## config.mk

```make
export PLATFORM = sky130hd
export DESIGN_NAME = fuse_si_reader
export DESIGN_NICKNAME = d
export VERILOG_FILES = /design/src/rtl/fsd_pkg.sv /design/src/rtl/fsd_setup_gen.sv /design/src/rtl/fsd_poll_timer.sv /design/src/rtl/fsd_addr_walker.sv /design/src/rtl/fuse_si_reader.sv
export SDC_FILE = /design/constraint.sdc
export NUM_CORES = 1
export LEC_CHECK = 0
export ABC_AREA = 1
export CAP_MARGIN = 5
export CORE_ASPECT_RATIO = 0.7
export CORE_MARGIN = 1.5
export CORE_UTILIZATION = 58
export DETAILED_ROUTE_END_ITERATION = 12
export PLACE_DENSITY = 0.95
export SYNTH_ARGS = -nofsm -noshare
export SYNTH_HDL_FRONTEND = slang
export SYNTH_SLANG_ARGS = --single-unit
```

## constraint.sdc

```tcl
create_clock -name clk -period 5.05 [get_ports clk]
set_clock_uncertainty 0.1 [all_clocks]
set_input_delay 1.01 -clock clk [delete_from_list [all_inputs] [get_ports clk]]
set_output_delay 1.01 -clock clk [all_outputs]
set_load 0.005 [all_outputs]
```

## src/rtl/fsd_pkg.sv

```systemverilog
`timescale 1ns/1ps
package fsd_pkg;
    typedef enum logic [2:0] {
        ST_IDLE,
        ST_SETUP,
        ST_POLL,
        ST_GAP,
        ST_FETCH
    } fsd_state_e;

    localparam logic [7:0] ARM_VALUE  = 8'h40;
    localparam logic [7:0] MASK_FULL  = 8'hFF;
    localparam logic [7:0] MASK_HIGH  = 8'h0F;
    localparam logic [7:0] MASK_MODE  = 8'hC0;
    localparam int         READY_BIT  = 5;
endpackage

```

## src/rtl/fsd_setup_gen.sv

```systemverilog
`timescale 1ns/1ps
module fsd_setup_gen #(
    parameter int         ADDR_W   = 12,
    parameter logic [7:0] CTRL_REG = 8'h60,
    parameter logic [7:0] LOW_REG  = 8'h61
) (
    input  logic [1:0]        step_i,
    input  logic [ADDR_W-1:0] addr_i,
    output logic [7:0]        reg_o,
    output logic [7:0]        wdata_o,
    output logic [7:0]        wmask_o
);
    import fsd_pkg::*;

    logic [ADDR_W-1:0] upper;
    assign upper = addr_i >> 8;

    always_comb begin
        unique case (step_i)
            2'd0: begin
                reg_o   = CTRL_REG;
                wdata_o = ARM_VALUE;
                wmask_o = MASK_FULL;
            end
            2'd1: begin
                reg_o   = LOW_REG;
                wdata_o = addr_i[7:0];
                wmask_o = MASK_FULL;
            end
            2'd2: begin
                reg_o   = CTRL_REG;
                wdata_o = upper[7:0];
                wmask_o = MASK_HIGH;
            end
            default: begin
                reg_o   = CTRL_REG;
                wdata_o = 8'h00;
                wmask_o = MASK_MODE;
            end
        endcase
    end
endmodule

```

## src/rtl/fsd_poll_timer.sv

```systemverilog
`timescale 1ns/1ps
module fsd_poll_timer #(
    parameter int POLL_GAP   = 200,
    parameter int POLL_LIMIT = 10000
) (
    input  logic clk,
    input  logic rst_n,
    input  logic new_byte_i,
    input  logic poll_done_i,
    input  logic gap_load_i,
    input  logic gap_run_i,
    output logic gap_zero_o,
    output logic last_try_o
);
    localparam int GW = $clog2(POLL_GAP + 1);
    localparam int TW = $clog2(POLL_LIMIT + 1);

    typedef struct packed {
        logic [GW-1:0] gap;
        logic [TW-1:0] tries;
    } tmr_s;

    tmr_s tmr_d, tmr_q;

    always_comb begin
        tmr_d = tmr_q;
        if (new_byte_i)
            tmr_d.tries = '0;
        else if (poll_done_i)
            tmr_d.tries = tmr_q.tries + TW'(1);
        if (gap_load_i)
            tmr_d.gap = GW'(POLL_GAP - 1);
        else if (gap_run_i && tmr_q.gap != '0)
            tmr_d.gap = tmr_q.gap - GW'(1);
    end

    always_ff @(posedge clk) begin
        if (!rst_n) tmr_q <= '0;
        else        tmr_q <= tmr_d;
    end

    assign gap_zero_o = (tmr_q.gap == '0);
    assign last_try_o = (tmr_q.tries == TW'(POLL_LIMIT - 1));


    budget_kept_chk: assert property (@(posedge clk) disable iff (!rst_n)
        poll_done_i |-> (tmr_q.tries < TW'(POLL_LIMIT)));
endmodule

```

## src/rtl/fsd_addr_walker.sv

```systemverilog
`timescale 1ns/1ps
module fsd_addr_walker #(
    parameter int ADDR_W = 12,
    parameter int LEN_W  = 12
) (
    input  logic              clk,
    input  logic              rst_n,
    input  logic              load_i,
    input  logic [ADDR_W-1:0] base_i,
    input  logic [LEN_W-1:0]  len_i,
    input  logic              step_i,
    output logic [ADDR_W-1:0] addr_o,
    output logic              last_o
);
    typedef struct packed {
        logic [ADDR_W-1:0] addr;
        logic [LEN_W-1:0]  left;
    } walk_s;

    walk_s walk_d, walk_q;

    always_comb begin
        walk_d = walk_q;
        if (load_i) begin
            walk_d.addr = base_i;
            walk_d.left = len_i;
        end else if (step_i) begin
            walk_d.addr = walk_q.addr + ADDR_W'(1);
            walk_d.left = walk_q.left - LEN_W'(1);
        end
    end

    always_ff @(posedge clk) begin
        if (!rst_n) walk_q <= '0;
        else        walk_q <= walk_d;
    end

    assign addr_o = walk_q.addr;
    assign last_o = (walk_q.left == LEN_W'(1));


    no_overrun_chk: assert property (@(posedge clk) disable iff (!rst_n)
        step_i |-> (walk_q.left > LEN_W'(1)));
endmodule

```

## src/rtl/fuse_si_reader.sv

```systemverilog
`timescale 1ns/1ps
module fuse_si_reader #(
    parameter int         ADDR_W     = 12,
    parameter int         LEN_W      = 12,
    parameter int         POLL_GAP   = 200,
    parameter int         POLL_LIMIT = 10000,
    parameter logic [7:0] CTRL_REG   = 8'h60,
    parameter logic [7:0] LOW_REG    = 8'h61,
    parameter logic [7:0] RDVAL_REG  = 8'h62
) (
    input  logic              clk,
    input  logic              rst_n,
    input  logic              start_i,
    input  logic [ADDR_W-1:0] base_i,
    input  logic [LEN_W-1:0]  len_i,
    output logic              bus_req_o,
    output logic              bus_we_o,
    output logic [7:0]        bus_addr_o,
    output logic [7:0]        bus_wdata_o,
    output logic [7:0]        bus_wmask_o,
    input  logic              bus_ack_i,
    input  logic              bus_err_i,
    input  logic [7:0]        bus_rdata_i,
    output logic              busy_o,
    output logic              byte_valid_o,
    output logic [7:0]        byte_o,
    output logic              done_o,
    output logic              error_o
);
    import fsd_pkg::*;

    typedef struct packed {
        fsd_state_e state;
        logic [1:0] step;
        logic       bv;
        logic [7:0] bdata;
        logic       done;
        logic       err;
    } seq_s;

    seq_s seq_d, seq_q;

    logic [ADDR_W-1:0] cur_addr;
    logic              last_byte;
    logic [7:0]        setup_reg, setup_data, setup_mask;
    logic              gap_zero, last_try;
    logic              acked, poll_ok;
    logic              walk_load, walk_step, poll_done, gap_load;

    assign acked     = bus_req_o && bus_ack_i;
    assign poll_ok   = !bus_err_i && bus_rdata_i[READY_BIT];
    assign walk_load = (seq_q.state == ST_IDLE) && start_i && (len_i != '0);
    assign walk_step = (seq_q.state == ST_FETCH) && acked && !bus_err_i && !last_byte;
    assign poll_done = (seq_q.state == ST_POLL) && acked;
    assign gap_load  = poll_done && !poll_ok && !last_try;

    fsd_setup_gen #(
        .ADDR_W   (ADDR_W),
        .CTRL_REG (CTRL_REG),
        .LOW_REG  (LOW_REG)
    ) u_setup (
        .step_i  (seq_q.step),
        .addr_i  (cur_addr),
        .reg_o   (setup_reg),
        .wdata_o (setup_data),
        .wmask_o (setup_mask)
    );

    fsd_addr_walker #(
        .ADDR_W (ADDR_W),
        .LEN_W  (LEN_W)
    ) u_walk (
        .clk    (clk),
        .rst_n  (rst_n),
        .load_i (walk_load),
        .base_i (base_i),
        .len_i  (len_i),
        .step_i (walk_step),
        .addr_o (cur_addr),
        .last_o (last_byte)
    );

    fsd_poll_timer #(
        .POLL_GAP   (POLL_GAP),
        .POLL_LIMIT (POLL_LIMIT)
    ) u_timer (
        .clk         (clk),
        .rst_n       (rst_n),
        .new_byte_i  (walk_load || walk_step),
        .poll_done_i (poll_done),
        .gap_load_i  (gap_load),
        .gap_run_i   (seq_q.state == ST_GAP),
        .gap_zero_o  (gap_zero),
        .last_try_o  (last_try)
    );

    always_comb begin
        bus_req_o   = 1'b0;
        bus_we_o    = 1'b0;
        bus_addr_o  = 8'h00;
        bus_wdata_o = 8'h00;
        bus_wmask_o = 8'h00;
        unique case (seq_q.state)
            ST_SETUP: begin
                bus_req_o   = 1'b1;
                bus_we_o    = 1'b1;
                bus_addr_o  = setup_reg;
                bus_wdata_o = setup_data;
                bus_wmask_o = setup_mask;
            end
            ST_POLL: begin
                bus_req_o  = 1'b1;
                bus_addr_o = CTRL_REG;
            end
            ST_FETCH: begin
                bus_req_o  = 1'b1;
                bus_addr_o = RDVAL_REG;
            end
            default: ;
        endcase
    end

    always_comb begin
        seq_d      = seq_q;
        seq_d.bv   = 1'b0;
        seq_d.done = 1'b0;
        seq_d.err  = 1'b0;
        unique case (seq_q.state)
            ST_IDLE: begin
                if (start_i) begin
                    if (len_i == '0) begin
                        seq_d.done = 1'b1;
                    end else begin
                        seq_d.state = ST_SETUP;
                        seq_d.step  = 2'd0;
                    end
                end
            end
            ST_SETUP: begin
                if (acked) begin
                    if (bus_err_i) begin
                        seq_d.state = ST_IDLE;
                        seq_d.done  = 1'b1;
                        seq_d.err   = 1'b1;
                    end else if (seq_q.step == 2'd3) begin
                        seq_d.state = ST_POLL;
                    end else begin
                        seq_d.step = seq_q.step + 2'd1;
                    end
                end
            end
            ST_POLL: begin
                if (acked) begin
                    if (poll_ok) begin
                        seq_d.state = ST_FETCH;
                    end else if (last_try) begin
                        seq_d.state = ST_IDLE;
                        seq_d.done  = 1'b1;
                        seq_d.err   = 1'b1;
                    end else begin
                        seq_d.state = ST_GAP;
                    end
                end
            end
            ST_GAP: begin
                if (gap_zero) seq_d.state = ST_POLL;
            end
            ST_FETCH: begin
                if (acked) begin
                    if (bus_err_i) begin
                        seq_d.state = ST_IDLE;
                        seq_d.done  = 1'b1;
                        seq_d.err   = 1'b1;
                    end else begin
                        seq_d.bv    = 1'b1;
                        seq_d.bdata = bus_rdata_i;
                        if (last_byte) begin
                            seq_d.state = ST_IDLE;
                            seq_d.done  = 1'b1;
                        end else begin
                            seq_d.state = ST_SETUP;
                            seq_d.step  = 2'd0;
                        end
                    end
                end
            end
            default: seq_d.state = ST_IDLE;
        endcase
    end

    always_ff @(posedge clk) begin
        if (!rst_n) begin
            seq_q       <= '0;
            seq_q.state <= ST_IDLE;
        end else begin
            seq_q <= seq_d;
        end
    end

    assign busy_o       = (seq_q.state != ST_IDLE);
    assign byte_valid_o = seq_q.bv;
    assign byte_o       = seq_q.bdata;
    assign done_o       = seq_q.done;
    assign error_o      = seq_q.err;


    req_hold_chk: assert property (@(posedge clk) disable iff (!rst_n)
        (bus_req_o && !bus_ack_i) |=> (bus_req_o && $stable(bus_we_o) && $stable(bus_addr_o)
                                       && $stable(bus_wdata_o) && $stable(bus_wmask_o)));


    poll_pause_chk: assert property (@(posedge clk) disable iff (!rst_n)
        (bus_req_o && bus_ack_i && !bus_we_o && bus_addr_o == CTRL_REG
         && (bus_err_i || !bus_rdata_i[READY_BIT])) |=> !bus_req_o);


    byte_source_chk: assert property (@(posedge clk) disable iff (!rst_n)
        byte_valid_o |-> $past(bus_req_o && bus_ack_i && !bus_err_i && !bus_we_o
                               && bus_addr_o == RDVAL_REG));


    err_with_done_chk: assert property (@(posedge clk) disable iff (!rst_n)
        error_o |-> done_o);


    done_idle_chk: assert property (@(posedge clk) disable iff (!rst_n)
        done_o |-> (!busy_o && !bus_req_o));
endmodule

```

# Yosys cells after proc, flatten, opt, wreduce, memory -nomap -nowiden
# Cells that the tools add are included.
classes:
  n_addsub: 5
  eq_ne: 20
  muxes: 42
  bitwise: 2
  n_reduce_logical: 34
ops:
  columns: ["op", "n"]
  rows:
  - ["2-to-1 mux 24 bit", 2]
  - ["one-hot mux 8 bit (3 select lines)", 2]
  - ["2-to-1 mux 8 bit", 4]
  - ["inequality test 2 bit (second input constant)", 10]
  - ["2-to-1 mux 2 bit", 9]
  - ["2-to-1 mux 16 bit", 1]
  - ["one-hot mux 8 bit (2 select lines)", 1]
  - ["2-to-1 mux 3 bit", 5]
  - ["2-to-1 mux 5 bit", 3]
  - ["one-hot mux 3 bit (5 select lines)", 1]
  - ["adder 14 x 1 -> 14 bit (second input constant)", 1]
  - ["== test 14 bit (second input constant)", 1]
  - ["adder 12 x 1 -> 12 bit (second input constant)", 1]
  - ["== test 12 x 1 -> 1 bit (second input constant)", 1]
  - ["logical NOT 12 bit", 1]
  - ["nonzero test 12 bit", 1]
  - ["subtractor 12 x 1 -> 12 bit (second input constant)", 1]
  - ["logical AND 1 bit", 11]
  - ["2-to-1 mux 11 bit", 1]
  - ["2-to-1 mux 1 bit", 10]
  - ["AND reduction 9 bit", 1]
  - ["logical NOT 8 bit", 1]
  - ["nonzero test 8 bit", 1]
  - ["subtractor 8 x 1 -> 8 bit (second input constant)", 1]
  - ["21 further kinds", 32]
word_totals:
  register_bits: 62
  word_cells: 114

# Depth between registers and ports, before layout
# Gate-level depths: netlist of run 1.
logic_depth:
  ltp_word: 9
  mapped_depth: 12
  depth_no_buf: 11

# Modules after synthesis
# Synthesis of run 1 repeated with hierarchy kept, for this count alone.
unflattened:
  cells_unflattened: 669
  hier_area_um2: 4362.9
modules_own_cells:
  columns: ["module", "instances", "cells_each", "area_per_inst_um2"]
  rows:
  - ["fsd_addr_walker", 1, 249, 1726.7]
  - ["fsd_poll_timer", 1, 172, 1217.4]
  - ["fuse_si_reader", 1, 207, 1202.4]
  - ["fsd_setup_gen", 1, 41, 216.5]

# Worst setup path after synthesis of run 1
# No wires, ideal clock.
synth_path:
  path_type: "register to output"
  start: "reg seq_q[13] (netlist bit)"
  end: "out bus_wmask_o[1]"
  arrival_time_ps: 1240
  required_time_ps: 3940
  path_slack_ps: 2700
  path_stages_with_launch: 6
  path_buffers: 1
  path_cell_list: "dfxtp_1 -> inv_2 -> nor3_2 -> nand2_1 -> inv_1 -> buf_4"
synth_between:
  elab_chain_len: 2
synth_lines:
  columns: ["item", "line", "source"]
  rows:
  - ["from (decl)", "fuse_si_reader.sv:41", "seq_s seq_d, seq_q;"]
  - ["from (signal assigned)", "fuse_si_reader.sv:196", "seq_q <= seq_d;"]
  - ["== test 3 x 1 -> 1 bit", "fuse_si_reader.sv:103", "unique case (seq_q.state)"]
  - ["2-to-1 mux 8 bit", "fuse_si_reader.sv:103", null]
  - ["to (decl)", "fuse_si_reader.sv:20", "output logic [7:0] bus_wmask_o,"]
# Every way passes these cells.

# Final worst setup path of run 1
layout_path:
  start: "reg seq_q[13] (netlist bit)"
  end: "out bus_wdata_o[3]"
layout_between:
  elab_chain_len: 2
layout_lines:
  columns: ["item", "line", "source"]
  rows:
  - ["== test 3 x 1 -> 1 bit", "fuse_si_reader.sv:103", null]
  - ["2-to-1 mux 8 bit", "fuse_si_reader.sv:103", null]
  - ["to (decl)", "fuse_si_reader.sv:19", "output logic [7:0] bus_wdata_o,"]
# Every way passes these cells.

==> impl_metrics.tcl, run 1 <==
set metrics [dict create \
    cap_violations 0 \
    firstDrtPassIters 5 \
    grt_pass1_wl_mm 18.1 \
    cp_max_fo 7 \
    end_kind "output port" \
    fp.coreArea_sq_um 6850 \
    leakagePower_nw 2.13 \
    synth_seq_cells 62 \
    io_buffers 70 \
    outcome "finished clean" \
    yosysWarnings 0 \
    slew_viol_final 0 \
    hpwl_mm 8.57 \
    final_area_sq_um 4950 \
    rsz0062_at_grt "false" \
    place_congestion 0.981 \
    multi_input_area_sq_um 2410 \
    hold_slack_ns 0.387 \
    regArea_sq_um 1240 \
    setup_viol 0 \
    initial_core_util 0.608 \
    r2r-start "seq_q[14]" \
    final_common_cell "nand2_1" \
    die_h_um 73.9 \
    synthCells 638 \
    cts.path.max_buffers 2 \
    setup_tns_ns 0 \
    antenna_left 0 \
    nFillCells 564 \
    hold_path.class "reg -> reg" \
    hold_buffers 0 \
    power_mw 2.05 \
    powerDensity_nw_per_um2 414 \
    cp_data_arrival_time_ns 2.25 \
    cts_sinks 62 \
    dp_slack_ns 1.98 \
    avgSynthCellArea_sq_um 6.53 \
    wl_per_cell_um 14.5 \
    cts_resized 0 \
    grt_pass1_vias 3817 \
    die_w_um 104 \
    yosysSeqAreaShare 0.298 \
    tritoncts.num_buffers 9 \
    worst_ep_required_time_ns 3.94 \
    root_buffer "clkbuf_8" \
    drc_errors 0 \
    grtUsageTotal 0.297 \
    cts_tree "done" \
    grt_overflow 0 \
    cts_setup_buffers 0 \
    fin_ws_ns 1.69 \
    ys_types 40 \
    die-area_sq_um 7710 \
    placementRows 25 \
    clock_latency_ns 0.35 \
    placed_area_sq_um 4780 \
    place_inst 776 \
    cts_max_level 3 \
    crit_path_start "seq_q[13]" \
    io_pins 75 \
    netlist_area_sq_um 4170 \
    timing.slew.headroom 0.605 \
    diodes 0 \
    synthToLayoutAreaGrowth_pct 18.9 \
    critPathKind "reg -> out" \
    antenna_found_initial 0 \
    hold_violations 0 \
    start_kind "flop" \
    drive_gt1_frac 0.0904 \
    final_cells 791 \
    worstMarginPinSlew_ns 0.592 \
    post-route-period-util 0.665 \
    avgViaCountPerCell 5.52 \
    drt_wl_total_mm 11.5 \
    final_cell_mix "145 x nand2_1, 113 x nor2_1, 70 x clkdlybuf4s50_1" \
    final_util 0.723 \
    ir_drop_mv 0.174 \
    num_vias 4370 \
    fin_nets 740 \
    hp-start "byte_o[6]" \
    clkTransAtPathRegs_ns 0.07 \
    grt_max_degree 33 \
    max_freq_mhz 298 \
    fin_crit_ns 3.36 \
    detail_route.iter0.violations 386 \
]
synthesized netlist by cell type (all sizes together):
cell type,count,share of area
nand2,154,0.16
nor2,125,0.13
inv,72,0.067
nand3,67,0.086
dfxtp,62,0.30
a21oi,35,0.051
o21ai,31,0.038
buf,26,0.051
nor3,15,0.019
ha,10,0.030
xor2,10,0.021
nand4,9,0.014
xnor2,6,0.013
or2,5,0.0075
clkbuf,4,0.0036
clkinv,2,0.0048
a211oi,1,0.0018
and2,1,0.0015
conb,1,0.00090
o211ai,1,0.0018
o21bai,1,0.0027
cell families (layout without fill, tap and decap cells):
family	count (synthesis)	after routing	synth area share
adders and majority gates	10	10	0.0300
and+or+nand+nor	376	376	0.416
other	1	4	0.000900
buffers and inverters	104	160	0.126
DFF	62	62	0.298
xor gates and xnor gates	16	16	0.0336
AOI/OAI and AO/OA	69	69	0.0955
critical path, stage by stage (launching register included):
cell	delay, ns
dfxtp_1	0.43
inv_2	0.12
nor3_2	0.38
nand2_1	0.26
a21oi_1	0.20
clkdlybuf4s50_1	0.52
layout make-up:
cell class | instances | area share
sequential | 62 | 0.251
inverter | 74 | 0.0606
multi-input combinational | 475 | 0.487
timing repair buffer | 71 | 0.143
tap | 94 | 0.0237
clock inverter | 3 | 0.00404
clock buffer | 12 | 0.0313
sequential cells by signal, indices dropped and copies added (netlist names):
| signal | flops |
|---|---|
| u_walk.walk_q | 12 |
| u_walk.addr_o | 12 |
| u_timer.tmr_q | 22 |
| seq_q | 5 |
| byte_valid_o | 1 |
| byte_o | 8 |
| done_o | 1 |
| error_o | 1 |
metal layers:
layer | up-vias | track usage | part of all wire
met5 | - | 0 | 0
met4 | 0 | 0.0972 | 0.020
met3 | 26 | 0.0701 | 0.10
met2 | 260 | 0.505 | 0.46
met1 | 1964 | 0.379 | 0.42
li1 | 2120 | - | -
report_power, final:
part           leakage, nW  switching [mW]  internal [mW]
logic                 1.54           0.573          0.397
registers            0.505           0.108          0.570
clock network       0.0845           0.203          0.201
path summary, 6_finish.rpt:
check                      to  slack, ns  cells past startpoint
min reg2reg         byte_o[6]       0.39                      2
min                 byte_o[6]       0.39                      2
max reg2reg  u_timer.tmr_q[0]       2.96                     10
max            bus_wdata_o[3]       1.69                      5
Note: power is estimated with default switching activity, not from simulation.
==> run 2: changes to the inputs <==
CORE_UTILIZATION = 48   (was 58)
PLACE_DENSITY = 0.85   (was 0.95)
clock period = 3 ns   (was 5.05 ns; I/O delays follow)
==> run 2 against run 1 <==
Net effect:
- global-route usage decreased by 4.6 points
- sequential power increased by 67%
- clock-buffer cell count decreased by 1
- cell area increased by 3.3%
- utilization decreased by 12 points
- worst hold slack got worse by 0.0068 ns
- flip-flop and latch count unchanged
- highest routed layer unchanged
==> impl_metrics.tcl, run 2 (synthesized netlist as in run 1, its figures left out) <==
set metrics [dict create \
    outcome "finished clean" \
    drc_errors 0 \
    post-route-period-util 0.895 \
    r2r-end "u_walk.addr_o[11]" \
    start_kind "flop" \
    hold_violations 0 \
    crit_family "buffers and inverters" \
    hold_buffers 0 \
    crit_buf_inv 2 \
    detail_route.iter0.violations 392 \
    cp.depth 5 \
    hold_path.class "reg -> reg" \
    cts_max_level 3 \
    setup_viol 0 \
    antenna_left 0 \
    final_area_sq_um 5110 \
    ir_drop_mv 0.368 \
    max_freq_mhz 372 \
    largest_reg_flops 22 \
    diodes 0 \
    root_buffer "clkbuf_16" \
    leakagePower_nw 2.20 \
    place_congestion 0.946 \
    end_kind "output port" \
    cts_setup_buffers 0 \
    die_w_um 114 \
    critPathKind "reg -> out" \
    initial_core_util 0.493 \
    die_h_um 81.0 \
    hpwl_mm 8.08 \
    avgViaCountPerCell 5.16 \
    cap_violations 0 \
    tritoncts.num_buffers 9 \
    drt_wl_total_mm 10.9 \
    wl_per_cell_um 13.3 \
    grt_pass1_wl_mm 18.1 \
    grtUsageTotal 0.251 \
    timing.slew.headroom 0.578 \
    setup_tns_ns 0 \
    max_stage_delay_ns 0.52 \
    final_cell_mix "145 x nand2_1, 113 x nor2_1, 70 x clkdlybuf4s50_1" \
    slew_viol_final 0 \
    cts_resized 0 \
    cts_tree "done" \
    crit_chain "inv_2 -> nor3_2 -> nand2_1 -> a21oi_1 -> clkdlybuf4s50_1" \
    cp_max_fo 6 \
    grt_pass1_vias 3900 \
    worstMarginPinSlew_ns 0.633 \
    crit_path_end "bus_wdata_o[2]" \
    worst_ep_required_time_ns 2.30 \
    regMostFlops "u_timer.tmr_q" \
    fp.coreArea_sq_um 8440 \
    antenna_found_initial 0 \
    cts_sinks 62 \
    clock_latency_ns 0.34 \
    synthToLayoutAreaGrowth_pct 22.8 \
    grt_max_degree 25 \
    firstDrtPassIters 5 \
    fin_crit_ns 2.69 \
    fin_nets 743 \
    cts.path.max_buffers 2 \
    placed_area_sq_um 4830 \
    io_buffers 70 \
    crit_slowest_cell "clkdlybuf4s50_1" \
    rrSetupSlack_ns 1.01 \
    die-area_sq_um 9260 \
    num_vias 4233 \
    clkTransAtPathRegs_ns 0.05 \
    placementRows 28 \
    powerDensity_nw_per_um2 738 \
    final_common_cell "nand2_1" \
    drive_gt1_frac 0.0942 \
    r2r-start "seq_q[15]" \
    reg2reg_depth 9 \
    crit_path_start "seq_q[13]" \
    rsz0062_at_grt "false" \
    io_pins 75 \
    cp_data_arrival_time_ns 1.99 \
    grt_overflow 0 \
]
==> run 2: changes by cell type in the layout (fill, tap and decap cells not counted) <==
cell / before / now
clkbuf_1: 1 / 2
clkbuf_16: 0 / 9
clkinv_2: 1 / 4
clkbuf_8: 11 / 0
bufinv_16: 0 / 1
buf_4: 1 / 4
clkinvlp_4: 2 / 0
==> run 2: final cells by class <==
class | instances | area [sq um]
Multi-Input combinational cell | 475 | 2410
Fill cell | 799 | 3330
Sequential cell | 62 | 1240
Clock inverter | 5 | 50.0
Clock buffer | 11 | 233
Tap cell | 120 | 150
Inverter | 74 | 300
Timing Repair Buffer | 74 | 731
==> run 2: layer usage <==
| layer | routed length (um) | track usage | part of all wire |
|---|---|---|---|
| met1 | 5070 | 0.329 | 0.46 |
| met2 | 4740 | 0.395 | 0.43 |
| met3 | 902 | 0.0754 | 0.083 |
| met4 | 193 | 0.0875 | 0.018 |
| met5 | 0 | 0 | 0 |
==> run 2: how the worst min path moves through the flow <==
| stage | endpoint | cells past startpoint | slack, ns | start |
|---|---|---|---|---|
| 3_3_place_gp | byte_o[2] | 2 | 0.36 | byte_o[2] |
| 4_1_cts | byte_o[3] | 2 | 0.38 | byte_o[3] |
| 3_5_place_dp | byte_o[3] | 2 | 0.37 | byte_o[3] |
| 6_report | byte_o[3] | 2 | 0.38 | byte_o[3] |
| 2_1_floorplan | byte_o[0] | 2 | 0.35 | byte_o[0] |
| 5_1_grt | byte_o[3] | 2 | 0.41 | byte_o[3] |
==> run 2: stage by stage <==
| stage | total power [mW] | setup WS, ns | instances | hold WS (ns) | utilization |
|---|---|---|---|---|---|
| after CTS | 3.76 | 0.336 | 821 | 0.383 | 0.606 |
| final | 3.77 | 0.314 | 821 | 0.381 | 0.606 |
| after global placement | 2.71 | 0.395 | 805 | 0.362 | 0.572 |
| after detailed placement | 2.74 | 0.315 | 805 | 0.374 | 0.572 |
| after floorplan | 2.28 | 1.06 | 641 | 0.354 | - |
| after global routing | 4.04 | 0.179 | 821 | 0.411 | 0.606 |
==> run 2: power by group <==
group	switching (mW)	internal, mW	total (mW)
Combinational	0.956	0.677	1.63
Sequential	0.171	0.961	1.13
Clock	0.372	0.637	1.01
==> run 2: worst reg2reg max path: stages (launching register included) <==
cell      delay (ns)
dfxtp_1         0.55
inv_2           0.15
nand2_4         0.15
nor2_4          0.09
nand2_8         0.18
clkinv_1        0.29
nand2_1         0.18
nand3_1         0.10
nand2_1         0.06
inv_1           0.03
==> run 3: changes to the inputs <==
ABC_AREA = default   (was 1)
CORE_UTILIZATION = 52   (was 48)
GPL_ROUTABILITY_DRIVEN = 0   (was default)
PLACE_DENSITY = 0.89   (was 0.85)
clock period = 2.7 ns   (was 3 ns; I/O delays follow)
==> run 3 against run 2 <==
Net effect:
- worst setup slack lost 0.18 ns
- sequential share of layout area grew 2.2 points
- cell area shrank 8.4%
- worst hold slack lost 0.026 ns
- global-route usage grew 3.3 points
- clock-buffer cell count grew 2
- non-clock buffer count grew 30
- flip-flop and latch count is the same
- die area shrank 19%
- cell count shrank 23%
- routed wire length shrank 7.8%
- critical path depth shrank 1
- critical path type unchanged
- highest routed layer unchanged
==> impl_metrics.tcl, run 3 <==
set metrics [dict create \
    avgViaCountPerCell 5.92 \
    cp_data_arrival_time_ns 1.92 \
    cts.path.max_buffers 2 \
    final_area_sq_um 4690 \
    die-area_sq_um 7480 \
    diodes 0 \
    powerDensity_nw_per_um2 538 \
    antenna_found_initial 0 \
    outcome "finished clean" \
    largest_reg_flops 22 \
    setup_viol 0 \
    die_h_um 72.8 \
    synth_seq_cells 62 \
    drc_errors 0 \
    yosysTopAreaCell "dfxtp_1" \
    initial_core_util 0.536 \
    fin_nets 580 \
    grt_overflow 0 \
    firstDrtPassIters 6 \
    swShare 0.297 \
    cts_tree "done" \
    p_sw_mw 0.749 \
    place_inst 616 \
    wl_per_cell_um 15.9 \
    worst_ep_required_time_ns 2.06 \
    synth_edf_count 0 \
    timing.slew.headroom 0.573 \
    yosysSeqAreaShare 0.343 \
    fp.coreArea_sq_um 6760 \
    p_comb_frac 0.255 \
    drt_wl_total_mm 10.1 \
    root_buffer "clkbuf_8" \
    grt_max_degree 29 \
    max_freq_mhz 390 \
    start_kind "flop" \
    synthToLayoutAreaGrowth_pct 29.5 \
    leakagePower_nw 1.71 \
    placementRows 25 \
    regArea_sq_um 1240 \
    setup_tns_ns 0 \
    critPathKind "reg -> out" \
    final_cell_mix "70 x clkdlybuf4s50_1, 61 x dfxtp_1, 57 x nand2_1" \
    die_w_um 103 \
    end_kind "output port" \
    max_stage_delay_ns 0.52 \
    synth_top_area_share 0.343 \
    avgSynthCellArea_sq_um 7.90 \
    synthFlopType "dfxtp_1" \
    antenna_left 0 \
    nFillCells 547 \
    netlist_area_sq_um 3620 \
    placed_area_sq_um 4470 \
    hold_violations 0 \
    intPower_mw 1.77 \
    ir_drop_mv 0.300 \
    rsz0062_at_grt "false" \
    yosysWarnings 0 \
    multi_input_area_sq_um 2110 \
    synthCells 458 \
    detail_route.iter0.violations 329 \
    slew_viol_final 0 \
    cts_max_level 3 \
    grt_pass1_wl_mm 16.4 \
    yosysMostFrequentCell "dfxtp_1" \
    io_buffers 70 \
    synth-async-reset-ratio 0 \
    crit_chain "nor3b_2 -> buf_4 -> nor2b_1 -> clkdlybuf4s50_1" \
    regMostFlops "u_timer.tmr_q" \
    pwr-share-clk 0.331 \
    post-route-period-util 0.949 \
    worstMarginPinSlew_ns 0.636 \
    io_pins 75 \
    crit_slowest_cell "clkdlybuf4s50_1" \
    crit_family "buffers and inverters" \
    hpwl_mm 7.40 \
    hold_buffers 0 \
    grtUsageTotal 0.284 \
    yosys-top-cells-area "dfxtp_1 34%, nand2_1 5.9%, a21oi_1 4.3%" \
    final_common_cell "clkdlybuf4s50_1" \
    final_cells 632 \
    num_vias 3742 \
    hold_slack_ns 0.355 \
    cp_max_fo 9 \
    clkTransAtPathRegs_ns 0.07 \
    seqPwrFrac 0.414 \
    tritoncts.num_buffers 9 \
    cts_sinks 62 \
    drive_gt1_frac 0.123 \
    final_util 0.694 \
    cts_setup_buffers 0 \
    ys_types 67 \
    grt_pass1_vias 3521 \
    hold_path.class "reg -> reg" \
    fin_crit_ns 2.56 \
    synthTopCellsByCount "62 x dfxtp_1, 57 x nand2_1, 40 x nor2_1" \
    cap_violations 0 \
    crit_buf_inv 2 \
    clock_latency_ns 0.35 \
]
==> run 3: changes by cell type after synthesis, moves of 6 or more <==
cell	previous run	this run
a21oi_1	25	31
a21oi_2	10	0
a22oi_1	0	7
a31oi_1	0	9
and3_1	0	7
clkbuf_1	4	14
inv_1	67	11
nand2_1	145	57
nand3_1	64	18
nor2_1	113	40
nor4_1	0	9
==> run 3: repair_timing <==
item | in CTS | in global routing
gates resized for setup | 1 | 4
cloned | 0 | 0
setup endpoints to repair | 18 | 20
endpoints found under the hold margin | 0 | 0
==> run 3: kinds of logic after synthesis <==
logic type | synth area share
AND/OR/NAND/NOR | 0.296
AO/OA/AOI/OAI | 0.179
flip-flops | 0.343
buffers and inverters | 0.0830
XOR/XNOR | 0.0581
adder cells (fa/ha/maj) | 0.0346
multiplexers | 0.00588
other | 0.00104
==> run 3: path summary, 6_finish.rpt <==
check,endpoint,cells past startpoint,start,slack [ns]
worst min register to register,byte_o[5],2,byte_o[5],0.35
worst max register to register,seq_q[12],5,u_walk.walk_q[2],0.27
worst min-delay path,byte_o[5],2,byte_o[5],0.35
worst max-delay path,bus_wmask_o[6],4,seq_q[13],0.14
==> run 3: metrics by stage <==
stage | worst slack, ns | total power, mW
2_1_floorplan | 0.240 | 1.40
3_3_place_gp | 0.0314 | 1.65
3_5_place_dp | -0.0360 | 1.68
4_1_cts | 0.0135 | 2.52
5_1_grt | 0.0250 | 2.64
6_report | 0.138 | 2.52
==> run 3: metal layers <==
| metal | wire length, um | global-route usage |
|---|---|---|
| met1 | 4380 | 0.383 |
| met2 | 4440 | 0.433 |
| met3 | 1050 | 0.0833 |
| met4 | 187 | 0.104 |
| met5 | 0 | 0 |
==> run 3: power by group through the flow <==
stage | logic [mW] | clock network, mW | registers, mW
final | 0.643 | 0.836 | 1.04
after global routing | 0.703 | 0.886 | 1.05
after CTS | 0.629 | 0.850 | 1.04
after detailed placement | 0.621 | 0 | 1.06
after global placement | 0.600 | 0 | 1.05
after floorplan | 0.375 | 0 | 1.03
==> run 3: final cells by class <==
type / instances / share of cell area
repair buffers: 104 / 0.207
well taps: 94 / 0.0251
clock inverters: 3 / 0.00908
clock buffers: 13 / 0.0339
inverters: 12 / 0.00961
flip-flops and latches: 62 / 0.265
multi-input cells: 344 / 0.451
==> run 3: worst register-to-register path: cells and delay by family, from the launching register on <==
kind	cells	cell delay [ns]
AND/OR/NAND/NOR	2	1.07
flip-flops	1	0.37
AO/OA/AOI/OAI	3	0.82
